<file path="config.mk">
export PLATFORM = sky130hd
export DESIGN_NAME = prng_x128pp_stream
export DESIGN_NICKNAME = d
export VERILOG_FILES = /design/src/rtl/x128pp_pkg.sv /design/src/rtl/x128pp_step.sv /design/src/rtl/x128pp_mix.sv /design/src/rtl/x128pp_state.sv /design/src/rtl/prng_x128pp_stream.sv
export SDC_FILE = /design/constraint.sdc
export NUM_CORES = 1
export LEC_CHECK = 0
export BUFFER_PORTS_ARGS = -buffer_cell sky130_fd_sc_hd__buf_2
export CAP_MARGIN = 20
export CELL_PAD_IN_SITES_DETAIL_PLACEMENT = 0
export CELL_PAD_IN_SITES_GLOBAL_PLACEMENT = 1
export CORE_AREA = 2 2 181 183
export CTS_BUF_LIST = sky130_fd_sc_hd__clkbuf_4 sky130_fd_sc_hd__clkbuf_8
export DETAILED_ROUTE_END_ITERATION = 7
export DIE_AREA = 0 0 183 185
export GPL_TIMING_DRIVEN = 0
export PLACE_DENSITY = 0.82
export SLEW_MARGIN = 20
export SYNTH_ARGS = -nofsm -noshare
export SYNTH_HDL_FRONTEND = slang
export SYNTH_SLANG_ARGS = --single-unit
</file>
<file path="constraint.sdc">
create_clock -name clk -period 6.82 [get_ports clk]
set_input_delay 2.046 -clock clk [delete_from_list [all_inputs] [get_ports clk]]
set_output_delay 2.046 -clock clk [all_outputs]
set_load 0.1 [all_outputs]
</file>
<file path="src/rtl/x128pp_pkg.sv">
package x128pp_pkg;

  localparam int unsigned LANE_W  = 32;
  localparam int unsigned LANES   = 4;
  localparam int unsigned STATE_W = LANE_W * LANES;

  typedef logic [LANE_W-1:0] lane_t;

  // First member occupies the most significant lane of a packed seed.
  typedef struct packed {
    lane_t s0;
    lane_t s1;
    lane_t s2;
    lane_t s3;
  } gen_state_t;

  typedef enum logic {
    PH_PREP = 1'b0,
    PH_RUN  = 1'b1
  } phase_e;

  function automatic lane_t rotl(input lane_t v, input int unsigned k);
    return (v << k) | (v >> (LANE_W - k));
  endfunction

endpackage

</file>
<file path="src/rtl/x128pp_step.sv">
module x128pp_step
  import x128pp_pkg::*;
#(
  parameter int unsigned SHIFT_T = 9,
  parameter int unsigned ROT_S3  = 11
) (
  input  gen_state_t cur,
  output gen_state_t nxt
);

  lane_t t_lane;
  lane_t a, b, c, d;

  always_comb begin
    t_lane = cur.s1 << SHIFT_T;
    a = cur.s0;
    b = cur.s1;
    c = cur.s2;
    d = cur.s3;
    c = c ^ a;
    d = d ^ b;
    b = b ^ c;
    a = a ^ d;
    c = c ^ t_lane;
    d = rotl(d, ROT_S3);
    nxt = '{s0: a, s1: b, s2: c, s3: d};
  end

endmodule

</file>
<file path="src/rtl/x128pp_mix.sv">
module x128pp_mix
  import x128pp_pkg::*;
#(
  parameter int unsigned ROT_OUT = 7
) (
  input  gen_state_t st,
  output lane_t      word
);

  lane_t sum;

  always_comb begin
    sum  = st.s0 + st.s3;
    word = rotl(sum, ROT_OUT) + st.s0;
  end

endmodule

</file>
<file path="src/rtl/x128pp_state.sv">
module x128pp_state
  import x128pp_pkg::*;
#(
  parameter logic [STATE_W-1:0] SEED = 128'h0
) (
  input  logic       clk,
  input  logic       rst,
  input  logic       load,
  input  gen_state_t load_val,
  input  logic       adv,
  input  gen_state_t nxt,
  output gen_state_t st
);

  localparam gen_state_t SEED_ST = gen_state_t'(SEED);

  always_ff @(posedge clk) begin
    if (rst)       st <= SEED_ST;
    else if (load) st <= load_val;
    else if (adv)  st <= nxt;
  end


  state_hold_chk: assert property (@(posedge clk) disable iff (rst)
    (!load && !adv) |=> $stable(st));


  seed_load_chk: assert property (@(posedge clk) disable iff (rst)
    load |=> (st == $past(load_val)));

endmodule

</file>
<file path="src/rtl/prng_x128pp_stream.sv">
module prng_x128pp_stream
  import x128pp_pkg::*;
#(
  parameter logic [127:0] SEED    = 128'h0123456789abcdef3141592653589793,
  parameter int unsigned  ROT_OUT = 7,
  parameter int unsigned  SHIFT_T = 9,
  parameter int unsigned  ROT_S3  = 11
) (
  input  logic         clk,
  input  logic         rst,
  input  logic         reseed,
  input  logic [127:0] seed_in,
  input  logic         word_ready,
  output logic         word_valid,
  output logic [31:0]  word_data
);

  gen_state_t cur_st, nxt_st;
  lane_t      word_cur, word_nxt;
  phase_e     phase;
  logic       fire, adv;

  assign word_valid = (phase == PH_RUN);
  assign fire       = word_valid & word_ready;
  assign adv        = fire & ~reseed;

  x128pp_step #(.SHIFT_T(SHIFT_T), .ROT_S3(ROT_S3)) u_step (
    .cur (cur_st),
    .nxt (nxt_st)
  );

  x128pp_state #(.SEED(SEED)) u_state (
    .clk      (clk),
    .rst      (rst),
    .load     (reseed),
    .load_val (gen_state_t'(seed_in)),
    .adv      (adv),
    .nxt      (nxt_st),
    .st       (cur_st)
  );

  x128pp_mix #(.ROT_OUT(ROT_OUT)) u_mix_cur (
    .st   (cur_st),
    .word (word_cur)
  );

  x128pp_mix #(.ROT_OUT(ROT_OUT)) u_mix_nxt (
    .st   (nxt_st),
    .word (word_nxt)
  );

  always_ff @(posedge clk) begin
    if (rst) begin
      phase     <= PH_PREP;
      word_data <= '0;
    end else if (reseed) begin
      phase     <= PH_PREP;
    end else if (phase == PH_PREP) begin
      phase     <= PH_RUN;
      word_data <= word_cur;
    end else if (fire) begin
      word_data <= word_nxt;
    end
  end


  stall_hold_chk: assert property (@(posedge clk) disable iff (rst)
    (word_valid && !word_ready && !reseed) |=> (word_valid && $stable(word_data)));


  reseed_drop_chk: assert property (@(posedge clk) disable iff (rst)
    reseed |=> !word_valid);


  prep_one_cycle_chk: assert property (@(posedge clk) disable iff (rst)
    (!word_valid && !reseed) |=> word_valid);


  valid_keep_chk: assert property (@(posedge clk) disable iff (rst)
    (word_valid && !reseed) |=> word_valid);

endmodule

</file>
==> results.sh, run 1 <==
export IMPL_h_tree_depth=4
export IMPL_top_layer="met4"
export IMPL_synth_edff_count=0
export IMPL_yosysSeqAreaShare=0.223
export IMPL_seqPwrFrac=0.190
export IMPL_worstHoldStart="word_data[11]"
export IMPL_yosysTopAreaCellShare=0.223
export IMPL_start_kind="flip-flop"
export IMPL_final_setup_viol_count=0
export IMPL_fin_crit_ns=6.70
export IMPL_drive_above_1_share=0.197
export IMPL_synthArstFlopShare=0
export IMPL_multi_input_area_sq_um=11600
export IMPL_insertion_delay_ns=0.54
export IMPL_crit_family="compound AO/OA/AOI/OAI gates"
export IMPL_wl_met1_mm=26.2
export IMPL_seq_area_sq_um=3290
export IMPL_fillers=3193
export IMPL_worstMarginPinSlew_ns=0.944
export IMPL_maxCapViolCount=0
export IMPL_synth_most_common_cell="a21oi_1"
export IMPL_grt_antenna_before_repair=0
export IMPL_ctsLongestPathBuffers=2
export IMPL_drt_wl_total_mm=63.4
export IMPL_dr_pass1_iters=5
export IMPL_reg2reg_from="u_state.st[107]"
export IMPL_syn_to_final_growth_pct=21.2
export IMPL_std_cell_rows=66
export IMPL_cp_buffers_inverters=1
export IMPL_synth_area_leader_cell="dfxtp_1"
export IMPL_hpwlAfterDp_mm=50.8
export IMPL_clkPwrFrac=0.124
export IMPL_path_clk_slew_ns=0.11
export IMPL_cp_slowest_stage_delay_ns=0.44
export IMPL_fin_crit_sh=0.982
export IMPL_routed_via_count=15200
export IMPL_grt_pass1_vias=14000
export IMPL_wl_met2_mm=28.6
export IMPL_power_switching_mw=3.22
export IMPL_core_sq_um=32000
export IMPL_fp_dieW_um=183
export IMPL_ys_flop_type="dfxtp_1"
export IMPL_finalHoldViolations=0
export IMPL_ys_warn_count=0
export IMPL_port_buffers=163
export IMPL_syn_num_nets=2123
export IMPL_synth_area_sq_um=14400
export IMPL_max_vdd_ir_drop_v=0.000178
export IMPL_hold_class="flip-flop to flip-flop"
export IMPL_ctsHoldBuffers=0
export IMPL_fin_skew_ns=0.0294
export IMPL_slew_headroom=0.371
export IMPL_grt_pass1_wl_mm=89.6
export IMPL_netSwitchingFraction=0.516
export IMPL_grt_usage=0.366
export IMPL_internal_power_mw=3.02
export IMPL_final_core_util=0.546
export IMPL_crit_path_top_delay_cell="dfxtp_2"
export IMPL_cp_required_ns=7.21
export IMPL_combPwrFrac=0.686
export IMPL_drv_slew=0
export IMPL_fin_ws_ns=0.123
export IMPL_vias_per_cell=6.04
export IMPL_drc_errors=0
export IMPL_gp_congestion=0.987
export IMPL_synthCells=1875
export IMPL_cts_tree="done"
export IMPL_ys_ff_latch=161
export IMPL_initial_core_util=0.450
export IMPL_synthTopCellsByCount="a21oi_1 (268), nor2_1 (234), xnor2_1 (213)"
export IMPL_antenna_cells=0
export IMPL_crit_fanout=5
export IMPL_r2r_cells=29
export IMPL_status="finished, final reports clean"
export IMPL_end_kind="flip-flop"
export IMPL_wl_per_cell_um=25.2
export IMPL_crit_type="flip-flop to flip-flop"
export IMPL_cts_root_buffer="clkbuf_8"
export IMPL_synth_cell_types=84
export IMPL_synthTopCellsByArea="dfxtp_1 (22%), xnor2_1 (13%), ha_1 (9.8%)"
export IMPL_power_density_nw_per_um2=356
export IMPL_fp_dieArea_sq_um=33900
export IMPL_hold_end="word_data[11]"
export IMPL_r2r_end="word_data[29]"
export IMPL_grt_overflow=0
export IMPL_ff2ff_setup_slack_ns=0.12
export IMPL_arrival_ns=7.09
export IMPL_antenna_left=0
export IMPL_syn_avg_cell_area_sq_um=7.70
export IMPL_grt_max_degree=18
export IMPL_die_h_um=185
export IMPL_p_leak_nw=7.25
export IMPL_hold_depth=2
export IMPL_dpl_worst_slack_ns=-1.53
export IMPL_dr_wl_met3_mm=5.06
export IMPL_fin_nets=2345
export IMPL_io_pins=165
export IMPL_fmax_mhz=149
export IMPL_numCtsBuffers=17
export IMPL_cts_sinks=161
export IMPL_drtIter0Drc=1420
## worst max-delay path by stage
stage,to,depth (start not counted),startpoint,slack [ns]
2_1_floorplan,word_data[22],29,u_state.st[71],0.56
3_3_place_gp,word_data[30],31,u_state.st[7],-1.62
3_5_place_dp,word_data[30],31,u_state.st[7],-1.53
4_1_cts,word_data[29],30,u_state.st[5],0.001
5_1_grt,word_data[29],30,u_state.st[65],-0.07
6_report,word_data[29],29,u_state.st[107],0.12
## routing by layer
layer | vias to the layer above | GRT usage
li1 | 7105 | -
met1 | 7169 | 0.473
met2 | 778 | 0.597
met3 | 153 | 0.0492
met4 | 0 | 0.191
met5 | - | 0
## layout by cell type, fill, tap and decap left out, types with 42 or more instances in the layout
| cell | netlist | layout |
|---|---|---|
| or3_1 | 64 | 64 |
| xnor2_1 | 213 | 181 |
| a21oi_1 | 268 | 252 |
| xor2_1 | 69 | 65 |
| nor2_1 | 234 | 231 |
| buf_4 | 0 | 42 |
| o21ai_0 | 108 | 100 |
| buf_2 | 1 | 163 |
| inv_1 | 55 | 55 |
| dfxtp_1 | 161 | 124 |
| nand2_1 | 80 | 79 |
| ha_1 | 113 | 103 |
| a211o_1 | 50 | 50 |
| clkbuf_1 | 76 | 71 |
## state kept, by name, summed over array words and instances, names as in the netlist
signal,flops
u_state.st,128
word_data,32
word_valid,1
## what timing repair did
item                       in CTS  in global routing
gates resized for setup       127                 70
buffers inserted               17                 26
pin swaps                      25                 55
setup endpoints to repair      22                 15
## cell type report
cell class                 count  share of cell area
buffer                        92              0.0202
clock buffer                  17              0.0134
clock inverter                15             0.00973
inverter                      57              0.0122
multi-input combinational   1562               0.662
sequential                   161               0.188
tap                          408              0.0292
timing repair buffer         206              0.0653
## logic make-up (layout without fill, tap and decap cells)
kind of cell	Yosys count	in the layout	synth area share
fa+ha+maj	125	125	0.109
simple gates	527	527	0.174
xor+xnor	288	288	0.181
buf+inv	152	387	0.0396
mux	19	19	0.0132
compound gates	603	603	0.260
flops	161	161	0.223
## per-stage QoR
step                      power, mW  instance area, sq um  instances  hold WS [ns]  TNS (ns)
after floorplan                3.82                 14400       1875         0.584         0
after global placement         4.81                 15800       2446         0.443    -20.29
after detailed placement       4.81                 15800       2446         0.446    -18.73
after CTS                      5.83                 17000       2492         0.460         0
after global routing           6.56                 17500       2518         0.489    -0.169
final                          6.23                 17500       2518         0.455         0
## power groups by stage
stage | logic, mW | registers (mW) | clock network [mW]
final | 4.28 | 1.18 | 0.772
after detailed placement | 3.63 | 1.18 | 0
after global routing | 4.57 | 1.19 | 0.804
after global placement | 3.63 | 1.18 | 0
after floorplan | 2.41 | 1.41 | 0
after CTS | 3.88 | 1.17 | 0.775
## worst register-to-register path, delay by kind of cell (launching register included)
kind | cells | cell delay, ns
buffers and inverters | 1 | 0.24
xor gates and xnor gates | 3 | 0.63
DFF | 1 | 0.44
AOI/OAI and AO/OA | 18 | 3.64
adders and majority gates | 4 | 1.23
and+or+nand+nor | 3 | 0.38
Note: power is estimated with default switching activity, not from simulation.
==> run 2: changes to the inputs <==
Settings changed: SETUP_SLACK_MARGIN from default to 0.5.
==> results.sh, run 2 (synthesis gave the netlist of run 1 again) <==
export IMPL_cp_slowest_stage_delay_ns=0.44
export IMPL_whs_ns=0.455
export IMPL_largest_register_ffs=128
export IMPL_rsz0062_at_grt="true"
export IMPL_fp_dieArea_sq_um=33900
export IMPL_final_setup_viol_count=0
export IMPL_drc_errors=0
export IMPL_std_cell_rows=66
export IMPL_crit_fanout=5
export IMPL_final_cells=2551
export IMPL_max_vdd_ir_drop_v=0.000177
export IMPL_port_buffers=163
export IMPL_final_common_cell="a21oi_1"
export IMPL_crit_path_top_delay_cell="a311o_2"
export IMPL_die_h_um=185
export IMPL_fmax_mhz=149
export IMPL_hold_depth=2
export IMPL_numCtsBuffers=17
export IMPL_place_area_sq_um=15800
export IMPL_core_sq_um=32000
export IMPL_insertion_delay_ns=0.54
export IMPL_fin_crit_sh=0.984
export IMPL_path_clk_slew_ns=0.11
export IMPL_routed_via_count=15300
export IMPL_design_area_sq_um=18000
export IMPL_hold_class="flip-flop to flip-flop"
export IMPL_syn_to_final_growth_pct=24.6
export IMPL_antenna_left=0
export IMPL_cts_sinks=161
export IMPL_finalHoldViolations=0
export IMPL_vias_per_cell=6.01
export IMPL_wl_per_cell_um=25.2
export IMPL_grt_overflow=0
export IMPL_end_kind="flip-flop"
export IMPL_drt_wl_total_mm=64.2
export IMPL_cts_tree="done"
export IMPL_grt_usage=0.371
export IMPL_h_tree_depth=4
export IMPL_gp_congestion=0.987
export IMPL_hpwlAfterDp_mm=50.8
export IMPL_maxCapViolCount=0
export IMPL_drive_above_1_share=0.224
export IMPL_worstMarginPinSlew_ns=1.04
export IMPL_critPathMostFrequentCell="a31oi_4"
export IMPL_cts_root_buffer="clkbuf_8"
export IMPL_fin_skew_ns=0.0316
export IMPL_power_density_nw_per_um2=366
export IMPL_dr_pass1_iters=5
export IMPL_arrival_ns=7.10
export IMPL_fp_dieW_um=183
export IMPL_grt_pass1_wl_mm=90.9
export IMPL_largest_register="u_state.st"
export IMPL_ctsHoldBuffers=0
export IMPL_drtIter0Drc=1528
export IMPL_ctsLongestPathBuffers=2
export IMPL_post_place_cells=2446
export IMPL_grt_antenna_before_repair=0
export IMPL_status="finished, final reports clean"
export IMPL_slew_headroom=0.307
export IMPL_p_leak_nw=7.47
export IMPL_finalSetupTns_ns=0
export IMPL_drv_slew=0
export IMPL_initial_core_util=0.450
export IMPL_io_pins=165
export IMPL_layout_common_cells="a21oi_1 (245), nor2_1 (229), xnor2_1 (177), buf_2 (163), dfxtp_1 (120)"
export IMPL_start_kind="flip-flop"
export IMPL_r2r_cells=31
export IMPL_crit_type="flip-flop to flip-flop"
export IMPL_fin_nets=2377
export IMPL_grt_pass1_vias=14300
export IMPL_cp_required_ns=7.21
export IMPL_grt_max_degree=18
export IMPL_fin_crit_ns=6.71
-- run 2: cell types whose count changed in the layout (fill, tap and decap cells not counted), sizes merged --
cell    change
buf        +30
clkbuf      +2
diode       +1
-- run 2: path summary, 6_finish.rpt --
| check | to | slack, ns | from |
|---|---|---|---|
| worst max-delay path | word_data[28] | 0.11 | u_state.st[68] |
| worst min-delay path | word_data[11] | 0.46 | word_data[11] |
| worst max register to register | word_data[28] | 0.11 | u_state.st[68] |
| worst min register to register | word_data[11] | 0.46 | word_data[11] |
-- run 2: where the power goes --
group	internal (mW)	switching, mW
clock	0.307	0.463
sequential	1.03	0.147
combinational	1.88	2.75
-- run 2: repair_timing --
item | CTS | global route
setup buffers | 57 | 15
gates resized for setup | 181 | 67
pin swaps | 66 | 52
setup endpoints to repair | 27 | 17
-- run 2: through the flow --
stage	power (mW)	setup WS [ns]	utilization
5_1_grt	6.90	-0.0850	0.561
4_1_cts	6.06	0.344	0.547
6_report	6.58	0.109	0.561
3_5_place_dp	4.81	-1.53	0.492
3_3_place_gp	4.81	-1.62	0.492
2_1_floorplan	3.82	0.560	-
-- run 2: final cells by class --
type / count / area (sq um)
Antenna cell: 1 / 2.50
Buffer: 95 / 383
Clock buffer: 17 / 234
Clock inverter: 15 / 170
Fill cell: 3130 / 14100
Inverter: 57 / 214
Multi-Input combinational cell: 1562 / 11800
Sequential cell: 161 / 3310
Tap cell: 408 / 510
Timing Repair Buffer: 235 / 1380
-- run 2: worst max-delay path: cells and delay by family, from the launching register on --
family	cells	cell delay, ns
fa+ha+maj	2	0.51
buf+inv	3	0.48
simple gates	2	0.23
compound gates	20	3.97
flops	1	0.41
xor+xnor	4	0.99
-- run 2: layer usage --
layer / vias to the layer above / track usage / share of wire / wire [um]
met2: 777 / 0.597 / 0.45 / 28800
met1: 7254 / 0.476 / 0.41 / 26300
met3: 167 / 0.0556 / 0.082 / 5290
li1: 7144 / - / - / -
met5: - / 0 / 0 / 0
met4: 0 / 0.214 / 0.059 / 3780
